$ cat src/rtl/pmbus_rsp_pkg.sv
// Shared constants, types and event arbitration for the command responder.
package pmbus_rsp_pkg;

    typedef logic [7:0] byte_t;

    // Event chosen in a cycle after priority resolution.
    typedef enum logic [2:0] {
        EV_NONE,
        EV_READ_START,
        EV_WRITE_START,
        EV_CLOSE,
        EV_DATA_IN,
        EV_DATA_OUT
    } ev_kind_e;

    // Command codes whose behaviour is fixed.
    localparam byte_t CMD_MODEL    = 8'h9A;
    localparam byte_t CMD_REVISION = 8'h9B;
    localparam byte_t CMD_SERIAL   = 8'h9E;
    localparam byte_t CMD_IDENT    = 8'hBD;
    localparam byte_t CMD_HISTORY  = 8'hD6;
    localparam byte_t CMD_CONFIG   = 8'hDA;
    localparam byte_t CMD_FW_BASE  = 8'hFA;
    localparam byte_t PTR_IDLE     = 8'hFF;
    localparam byte_t FILL_BYTE    = 8'hFF;

    // Largest response loaded at a read start (count byte plus 7 characters).
    localparam int MAX_LOAD = 8;

    localparam logic [55:0] MODEL_TEXT    = "FRU0123";
    localparam logic [55:0] REVISION_TEXT = "PAR0123";
    localparam logic [47:0] SERIAL_TEXT   = "XYZ012";

    // Resolve simultaneous events to one, highest priority first.
    function automatic ev_kind_e pick_event(input logic rd_start, input logic wr_start,
                                            input logic close, input logic data_in,
                                            input logic data_out);
        if (rd_start)      return EV_READ_START;
        else if (wr_start) return EV_WRITE_START;
        else if (close)    return EV_CLOSE;
        else if (data_in)  return EV_DATA_IN;
        else if (data_out) return EV_DATA_OUT;
        else               return EV_NONE;
    endfunction

endpackage

$ cat src/rtl/pmbus_rsp_cmd_decode.sv
// Response composer: given the command pointer and the configuration byte,
// produces the bytes to load into the staging buffer at a read start, and how many.
// Assumes MAX_LOAD >= 8 and that the firmware window does not run past 0xFF.
module pmbus_rsp_cmd_decode
    import pmbus_rsp_pkg::*;
#(
    parameter int FW_BYTES = 4,
    parameter logic [8*FW_BYTES-1:0] FW_VERSION = 32'h04030201,
    parameter logic [15:0] IDENT_CODE = 16'h2B1D,
    localparam int LEN_W = $clog2(MAX_LOAD + 1),
    localparam int FW_W  = 8 * FW_BYTES
) (
    input  byte_t                      ptr_i,
    input  byte_t                      cfg_i,
    output byte_t [MAX_LOAD-1:0]       load_bytes_o,
    output logic  [LEN_W-1:0]          load_len_o
);

    localparam byte_t FW_LAST = CMD_FW_BASE + 8'(FW_BYTES - 1);

    logic          in_fw;
    byte_t         fw_off;
    byte_t         fw_shift;
    logic [FW_W-1:0] fw_shifted;

    // Locate the firmware byte selected by the pointer, most significant first.
    always_comb begin
        in_fw      = (ptr_i >= CMD_FW_BASE) && (ptr_i <= FW_LAST);
        fw_off     = ptr_i - CMD_FW_BASE;
        fw_shift   = 8'(FW_BYTES - 1) - fw_off;
        fw_shifted = FW_VERSION >> {fw_shift, 3'b000};
    end

    // Compose the response bytes for the current command.
    always_comb begin
        load_bytes_o = '0;
        load_len_o   = LEN_W'(1);
        if (ptr_i == CMD_MODEL) begin
            load_bytes_o[0] = 8'd7;
            for (int i = 0; i < 7; i++) load_bytes_o[i+1] = MODEL_TEXT[8*(6-i) +: 8];
            load_len_o = LEN_W'(8);
        end else if (ptr_i == CMD_REVISION) begin
            load_bytes_o[0] = 8'd7;
            for (int i = 0; i < 7; i++) load_bytes_o[i+1] = REVISION_TEXT[8*(6-i) +: 8];
            load_len_o = LEN_W'(8);
        end else if (ptr_i == CMD_SERIAL) begin
            load_bytes_o[0] = 8'd6;
            for (int i = 0; i < 6; i++) load_bytes_o[i+1] = SERIAL_TEXT[8*(5-i) +: 8];
            load_len_o = LEN_W'(7);
        end else if (ptr_i == CMD_IDENT) begin
            load_bytes_o[0] = IDENT_CODE[15:8];
            load_bytes_o[1] = IDENT_CODE[7:0];
            load_len_o      = LEN_W'(2);
        end else if (in_fw) begin
            load_bytes_o[0] = fw_shifted[7:0];
        end else if (ptr_i == CMD_HISTORY) begin
            load_bytes_o[0] = 8'h00;
        end else if (ptr_i == CMD_CONFIG) begin
            load_bytes_o[0] = cfg_i;
        end else begin
            load_bytes_o[0] = 8'h00;
        end
    end

endmodule

$ cat src/rtl/pmbus_rsp_buffer.sv
// Staging buffer: DEPTH bytes. A read start loads the first load_len positions
// at once; a host data byte writes one position. Assumes the two never coincide
// and that DEPTH >= MAX_LOAD.
module pmbus_rsp_buffer
    import pmbus_rsp_pkg::*;
#(
    parameter int DEPTH = 32,
    localparam int IDX_W = $clog2(DEPTH),
    localparam int LEN_W = $clog2(MAX_LOAD + 1)
) (
    input  logic                  clk,
    input  logic                  rst_n,
    input  logic                  load_en_i,
    input  byte_t [MAX_LOAD-1:0]  load_bytes_i,
    input  logic  [LEN_W-1:0]     load_len_i,
    input  logic                  wr_en_i,
    input  logic  [IDX_W-1:0]     wr_idx_i,
    input  byte_t                 wr_data_i,
    input  logic  [IDX_W-1:0]     rd_idx_i,
    output byte_t                 rd_byte_o,
    output byte_t                 head_o
);

    byte_t slot_q [DEPTH];

    for (genvar g = 0; g < DEPTH; g++) begin : g_slot
        if (g < MAX_LOAD) begin : g_loadable
            // Slot reachable by the response load as well as by host writes.
            always_ff @(posedge clk) begin
                if (!rst_n)
                    slot_q[g] <= 8'h00;
                else if (load_en_i && (load_len_i > LEN_W'(g)))
                    slot_q[g] <= load_bytes_i[g];
                else if (wr_en_i && (wr_idx_i == IDX_W'(g)))
                    slot_q[g] <= wr_data_i;
            end
        end else begin : g_plain
            // Slot reachable only by host writes.
            always_ff @(posedge clk) begin
                if (!rst_n)
                    slot_q[g] <= 8'h00;
                else if (wr_en_i && (wr_idx_i == IDX_W'(g)))
                    slot_q[g] <= wr_data_i;
            end
        end
    end

    assign rd_byte_o = slot_q[rd_idx_i];
    assign head_o    = slot_q[0];

endmodule

$ cat src/rtl/pmbus_rsp_ctrl.sv
// Transaction control: resolves events by priority, keeps the pointer, the
// shared byte counter, the open-read flag and the configuration byte, steers
// the staging buffer and registers the outgoing byte.
module pmbus_rsp_ctrl
    import pmbus_rsp_pkg::*;
#(
    parameter int DEPTH = 32,
    localparam int IDX_W = $clog2(DEPTH),
    localparam int CNT_W = $clog2(DEPTH + 2)
) (
    input  logic               clk,
    input  logic               rst_n,
    input  logic               start_write_i,
    input  logic               start_read_i,
    input  logic               close_i,
    input  logic               byte_in_valid_i,
    input  byte_t              byte_in_i,
    input  logic               byte_out_req_i,
    input  byte_t              rd_byte_i,
    input  byte_t              head_i,
    output byte_t              ptr_o,
    output byte_t              cfg_o,
    output logic               load_en_o,
    output logic               wr_en_o,
    output logic [IDX_W-1:0]   wr_idx_o,
    output logic [IDX_W-1:0]   rd_idx_o,
    output logic [CNT_W-1:0]   count_o,
    output logic               reading_o,
    output byte_t              byte_out_o,
    output logic               byte_out_valid_o
);

    localparam logic [CNT_W-1:0] CNT_ONE  = CNT_W'(1);
    localparam logic [CNT_W-1:0] CNT_FULL = CNT_W'(DEPTH);
    localparam logic [CNT_W-1:0] CNT_CAP  = CNT_W'(DEPTH + 1);

    ev_kind_e         ev;
    byte_t            ptr_q;
    byte_t            cfg_q;
    logic [CNT_W-1:0] count_q;
    logic             reading_q;
    logic             can_serve;

    // Pick this cycle's single event and derive buffer steering.
    always_comb begin
        ev        = pick_event(start_read_i, start_write_i, close_i,
                               byte_in_valid_i, byte_out_req_i);
        load_en_o = (ev == EV_READ_START);
        wr_en_o   = (ev == EV_DATA_IN) && (count_q != '0) && (count_q <= CNT_FULL);
        wr_idx_o  = IDX_W'(count_q - CNT_ONE);
        rd_idx_o  = count_q[IDX_W-1:0];
        can_serve = reading_q && (count_q < CNT_FULL);
    end

    // Command pointer: latched from the first data byte, parked at 0xFF on write start or close.
    always_ff @(posedge clk) begin
        if (!rst_n)
            ptr_q <= PTR_IDLE;
        else if (ev == EV_WRITE_START || ev == EV_CLOSE)
            ptr_q <= PTR_IDLE;
        else if (ev == EV_DATA_IN && count_q == '0)
            ptr_q <= byte_in_i;
    end

    // Shared byte counter: cleared by every transaction event, saturating on host bytes.
    always_ff @(posedge clk) begin
        if (!rst_n)
            count_q <= '0;
        else if (ev == EV_READ_START || ev == EV_WRITE_START || ev == EV_CLOSE)
            count_q <= '0;
        else if (ev == EV_DATA_IN && count_q != CNT_CAP)
            count_q <= count_q + CNT_ONE;
        else if (ev == EV_DATA_OUT && can_serve)
            count_q <= count_q + CNT_ONE;
    end

    // Open-read flag: set by a read start, dropped by a write start or close.
    always_ff @(posedge clk) begin
        if (!rst_n)
            reading_q <= 1'b0;
        else if (ev == EV_READ_START)
            reading_q <= 1'b1;
        else if (ev == EV_WRITE_START || ev == EV_CLOSE)
            reading_q <= 1'b0;
    end

    // Configuration byte: after each data byte under the config command, copy staging position 0.
    always_ff @(posedge clk) begin
        if (!rst_n)
            cfg_q <= 8'h00;
        else if (ev == EV_DATA_IN && count_q != '0 && ptr_q == CMD_CONFIG)
            cfg_q <= (count_q == CNT_ONE) ? byte_in_i : head_i;
    end

    // Outgoing byte: next staged byte while the read has room, filler otherwise.
    always_ff @(posedge clk) begin
        if (!rst_n) begin
            byte_out_o       <= 8'h00;
            byte_out_valid_o <= 1'b0;
        end else begin
            byte_out_valid_o <= (ev == EV_DATA_OUT);
            if (ev == EV_DATA_OUT)
                byte_out_o <= can_serve ? rd_byte_i : FILL_BYTE;
        end
    end

    assign ptr_o     = ptr_q;
    assign cfg_o     = cfg_q;
    assign count_o   = count_q;
    assign reading_o = reading_q;

endmodule

$ cat src/rtl/pmbus_psu_responder.sv
// Top of the command responder. Assumes the bit-level front end delivers
// one-cycle event strobes synchronous to clk; byte answers follow requests by one cycle.
module pmbus_psu_responder
    import pmbus_rsp_pkg::*;
#(
    parameter int BUF_DEPTH = 32,
    parameter int FW_BYTES = 4,
    parameter logic [8*FW_BYTES-1:0] FW_VERSION = 32'h04030201,
    parameter logic [15:0] IDENT_CODE = 16'h2B1D
) (
    input  logic       clk,
    input  logic       rst_n,
    input  logic       start_write_i,
    input  logic       start_read_i,
    input  logic       close_i,
    input  logic       byte_in_valid_i,
    input  logic [7:0] byte_in_i,
    input  logic       byte_out_req_i,
    output logic [7:0] byte_out_o,
    output logic       byte_out_valid_o
);

    localparam int IDX_W = $clog2(BUF_DEPTH);
    localparam int CNT_W = $clog2(BUF_DEPTH + 2);
    localparam int LEN_W = $clog2(MAX_LOAD + 1);

    byte_t                ptr_q;
    byte_t                cfg_q;
    logic [CNT_W-1:0]     count_q;
    logic                 reading_q;
    logic                 load_en;
    logic                 wr_en;
    logic [IDX_W-1:0]     wr_idx;
    logic [IDX_W-1:0]     rd_idx;
    byte_t                rd_byte;
    byte_t                head_byte;
    byte_t [MAX_LOAD-1:0] load_bytes;
    logic  [LEN_W-1:0]    load_len;

    pmbus_rsp_ctrl #(.DEPTH(BUF_DEPTH)) u_ctrl (
        .clk             (clk),
        .rst_n           (rst_n),
        .start_write_i   (start_write_i),
        .start_read_i    (start_read_i),
        .close_i         (close_i),
        .byte_in_valid_i (byte_in_valid_i),
        .byte_in_i       (byte_in_i),
        .byte_out_req_i  (byte_out_req_i),
        .rd_byte_i       (rd_byte),
        .head_i          (head_byte),
        .ptr_o           (ptr_q),
        .cfg_o           (cfg_q),
        .load_en_o       (load_en),
        .wr_en_o         (wr_en),
        .wr_idx_o        (wr_idx),
        .rd_idx_o        (rd_idx),
        .count_o         (count_q),
        .reading_o       (reading_q),
        .byte_out_o      (byte_out_o),
        .byte_out_valid_o(byte_out_valid_o)
    );

    pmbus_rsp_cmd_decode #(
        .FW_BYTES  (FW_BYTES),
        .FW_VERSION(FW_VERSION),
        .IDENT_CODE(IDENT_CODE)
    ) u_decode (
        .ptr_i       (ptr_q),
        .cfg_i       (cfg_q),
        .load_bytes_o(load_bytes),
        .load_len_o  (load_len)
    );

    pmbus_rsp_buffer #(.DEPTH(BUF_DEPTH)) u_buffer (
        .clk         (clk),
        .rst_n       (rst_n),
        .load_en_i   (load_en),
        .load_bytes_i(load_bytes),
        .load_len_i  (load_len),
        .wr_en_i     (wr_en),
        .wr_idx_i    (wr_idx),
        .wr_data_i   (byte_in_i),
        .rd_idx_i    (rd_idx),
        .rd_byte_o   (rd_byte),
        .head_o      (head_byte)
    );

endmodule

$ cat config.mk
export PLATFORM = sky130hd
export DESIGN_NAME = pmbus_psu_responder
export DESIGN_NICKNAME = d
export VERILOG_FILES = /design/src/rtl/pmbus_rsp_pkg.sv /design/src/rtl/pmbus_rsp_cmd_decode.sv /design/src/rtl/pmbus_rsp_buffer.sv /design/src/rtl/pmbus_rsp_ctrl.sv /design/src/rtl/pmbus_psu_responder.sv
export SDC_FILE = /design/constraint.sdc
export NUM_CORES = 1
export LEC_CHECK = 0
export ABC_AREA = 1
export ABC_CLOCK_PERIOD_IN_PS = 4400
export BUFFER_PORTS_ARGS = -buffer_cell sky130_fd_sc_hd__buf_2
export CORE_MARGIN = 5
export CORE_UTILIZATION = 40
export CTS_CLUSTER_SIZE = 20
export DETAILED_ROUTE_END_ITERATION = 16
export SYNTH_ARGS = -nofsm -noshare
export SYNTH_HDL_FRONTEND = slang
export SYNTH_SLANG_ARGS = --single-unit
$ cat constraint.sdc
create_clock -name clk -period 4.4 [get_ports clk]
set_input_delay 0.66 -clock clk [delete_from_list [all_inputs] [get_ports clk]]
set_output_delay 0.66 -clock clk [all_outputs]
set_load 0.005 [all_outputs]
==> key figures <==
Status
  – Status: completed

GRT
  – GRT overflow: 0
  – Overall routing resource usage: 0.197
  – First-pass GRT wire length: 60.1 mm
  – Vias in the first global route: 10449
  – Initial antenna violation count: 0
  – Largest net degree at the start of global routing: 97

Floorplan
  – Die height: 197 µm
  – Area of the core: 34600 µm²
  – Die Wd: 197 µm
  – Die ar.: 38900 µm²
  – Initial core utilization: 0.405
  – FP Rows: 68
  – # IOs: 24

Power
  – Sequential Power Share: 0.533
  – Clk pwr share: 0.426
  – Comb pwr share: 0.041
  – Max rail drop VDD: 290 µV
  – Leak pwr: 0.00585 µW
  – Sw frac: 0.219
  – Pwr Density: 377 nW/µm²
  – Sw power: 1280 µW
  – Power Internal: 4560 µW

CTS
  – Total clock sinks: 293
  – Clock latency on the worst-skew pair: 0.55 ns
  – Max H-tree Level: 1
  – TritonCTS clock tree: done
  – Max clock buf depth: 3
  – CTS clk-pin slew, worst paths: 0.06 ns
  – CTS Buf Count: 31
  – Postcts setup bufs: 0
  – CTS resizes: 0
  – # hold bufs at CTS: 0
  – Clk root buf: clkbuf_16

Routing
  – Routed wire length: 38.9 mm
  – Pre-antenna DRT Iters: 5
  – Post-route ant nets: 0
  – DR WL/cell: 19.8 µm
  – DRC Markers: 0
  – Via density per instance: 5.47
  – Detailed Route Iter0 Violations: 1275
  – DR vias: 10761

Synth
  – Synth top area share: 0.531
  – Synth Warn #: 0
  – Cell count after synthesis: 1502
  – Syn Nets: 1525
  – Mapped Area: 14000 µm²
  – Cells taking the most area after synthesis: edfxtp_1 (53%), nor2_1 (13%), dfxtp_1 (6.4%), o21ai_0 (6.0%), o211ai_1 (3.9%)
  – Register area share after synthesis: 0.595
  – Avg Inst Size Synth: 9.34 µm²
  – FF+latch count, synth: 293
  – Synth cell types: 34
  – Post-synth top area cell: edfxtp_1

Timing
  – Fin. Hold Viols: 0
  – Max Transition Viols Final: 0
  – Max frequency: 0.304 GHz
  – Worst-Margin Slew: 1.23 ns
  – RSZ-0062 raised after global routing: no
  – Final setup skew: 0.00914 ns
  – Tmin final: 3.29 ns
  – Setup TNS: 0 ns
  – Slew headroom: 0.181
  – Fin crit share: 0.747
  – Final setup vio count: 0

Worst setup path
  – Worst Reg-to-Reg Cells: 9
  – R2r setup slk: 1.11 ns
  – CP max FO: 13
  – RR Startpoint: u_ctrl.count_o[0]
  – Arrival time at the worst endpoint: 3.50 ns
  – Worst path most repeated cell: inv_2
  – Worst EP required: 4.62 ns
  – CP Class: register to register
  – Slowest cell on the critical path: nor3_4
  – Critical path startpoint category: register
  – Setup crit end kind: register
  – Worst path cell trace: inv_1 -> ha_1 -> nand3_1 -> nand3_2 -> nor3_4 -> inv_2 -> nor3_1 -> inv_2 -> nand2_1
  – Delay-heaviest family, CP: simple AND/OR/NAND/NOR gates
  – WP buf/inv: 3
  – Worst r2r dst: u_buffer.slot_q[4][1]
  – Delay of the slowest critical-path stage: 0.50 ns

Layout
  – Antenna fix cells: 0
  – Reg area: 8350 µm²
  – Layout filler cell count: 3318
  – Share of cells above drive strength 1: 0.108
  – Multi-input gate area: 4950 µm²
  – Final Instance Area: 15500 µm²
  – Most frequent cells in the layout: nor2_1 (470), edfxtp_1 (248), o21ai_0 (167)
  – Post-layout nets: 1510
  – Area growth, synth to finish: 10.2%
  – Commonest non-fill, non-tap cell in the layout: nor2_1

Place
  – Gp weighted congestion: 0.848
  – Placed instance area: 14500 µm²
  – Port Buf Inserts: 23
  – Final HPWL DP: 24.4 mm

Worst hold path
  – Hold_sp: byte_in_i[0]
  – Worst Hold Class: input pin to register
  – WHS Endpoint: u_ctrl.ptr_o[0]
  – Hold Path Depth: 3

Job
  – Max Cap Viol: 0
[Yosys cell counts]
library cell,number
nor2_4,1
o21ai_1,28
clkbuf_1,71
buf_8,1
o21ai_0,167
and2_1,1
nor2_1,470
nand3_4,8
a21oi_1,18
xnor2_1,1
nand4_4,1
nor2_2,19
nor3_2,2
buf_4,4
nand3_1,75
o21ai_2,1
nand3_2,21
clkinv_1,1
nor3_1,4
edfxtp_1,248
nand2_1,107
o21a_1,1
nand2_2,1
inv_2,12
o211ai_1,72
o22ai_1,4
ha_1,8
buf_2,15
buf_1,3
dfxtp_1,45
buf_6,1
a31oi_1,1
inv_1,77
nand4_1,13
[how the worst max path moves through the flow]
stage	from	endpoint	slack, ns	cells past startpoint
after floorplan	start_write_i	u_buffer.slot_q[20][0]	1.79	8
after global placement	start_write_i	u_buffer.slot_q[4][2]	1.16	10
after detailed placement	start_write_i	u_buffer.slot_q[4][2]	1.05	10
after CTS	u_ctrl.count_o[0]	u_buffer.slot_q[4][2]	1.17	9
after global routing	u_ctrl.count_o[0]	u_buffer.slot_q[4][1]	0.89	9
final	u_ctrl.count_o[0]	u_buffer.slot_q[4][1]	1.11	9
[through the flow]
stage	setup slack, ns	util	instances	total power [µW]	hold slack (ns)
floorplan	1.79	-	1502	3300	0.447
global placement	1.16	0.419	1909	3400	0.469
detailed placement	1.05	0.419	1909	3400	0.470
CTS	1.17	0.447	1967	5870	0.349
global route	0.890	0.447	1967	6020	0.364
finish	1.11	0.447	1967	5830	0.377
[layout make-up]
| class | instances | area share |
|---|---|---|
| flip-flops and latches | 293 | 0.540 |
| multi-input cells | 1024 | 0.320 |
| clock buffers | 46 | 0.0564 |
| well taps | 455 | 0.0368 |
| inverters | 90 | 0.0219 |
| repair buffers | 47 | 0.0191 |
| clock inverters | 12 | 0.00615 |
[worst register-to-register path: cells and delay by family (launching register included)]
kind | cells | cell delay, ns
adders and majority gates | 1 | 0.29
and+or+nand+nor | 5 | 1.56
DFF | 1 | 0.46
buffers and inverters | 3 | 0.63
[cell families after synthesis]
family / synth area share
flops: 0.595
simple gates: 0.226
xor+xnor: 0.000624
fa+ha+maj: 0.00713
buf+inv: 0.0532
compound gates: 0.118
[registers in the layout, indices dropped and copies added, names as in the netlist, named ones only]
name	cells
u_ctrl.ptr_o	8
u_ctrl.byte_out_o	8
u_ctrl.reading_o	1
u_ctrl.count_o	6
u_ctrl.byte_out_valid_o	1
u_ctrl.cfg_o	8
u_buffer.slot_q	256
[routing by layer]
metal | global-route usage | routed length [µm] | part of all wire
met1 | 0.283 | 16800 | 0.43
met2 | 0.313 | 17900 | 0.46
met3 | 0.0285 | 3190 | 0.082
met4 | 0.0583 | 1010 | 0.026
met5 | 0 | 0 | 0
[power by group through the flow]
| stage | Clock, µW | Sequential (µW) | Combinational, µW |
|---|---|---|---|
| floorplan | 0 | 3160 | 142 |
| global placement | 0 | 3160 | 234 |
| detailed placement | 0 | 3170 | 238 |
| CTS | 2520 | 3110 | 239 |
| global route | 2650 | 3110 | 260 |
| finish | 2490 | 3110 | 239 |
Power figures use the tool's default switching activity.
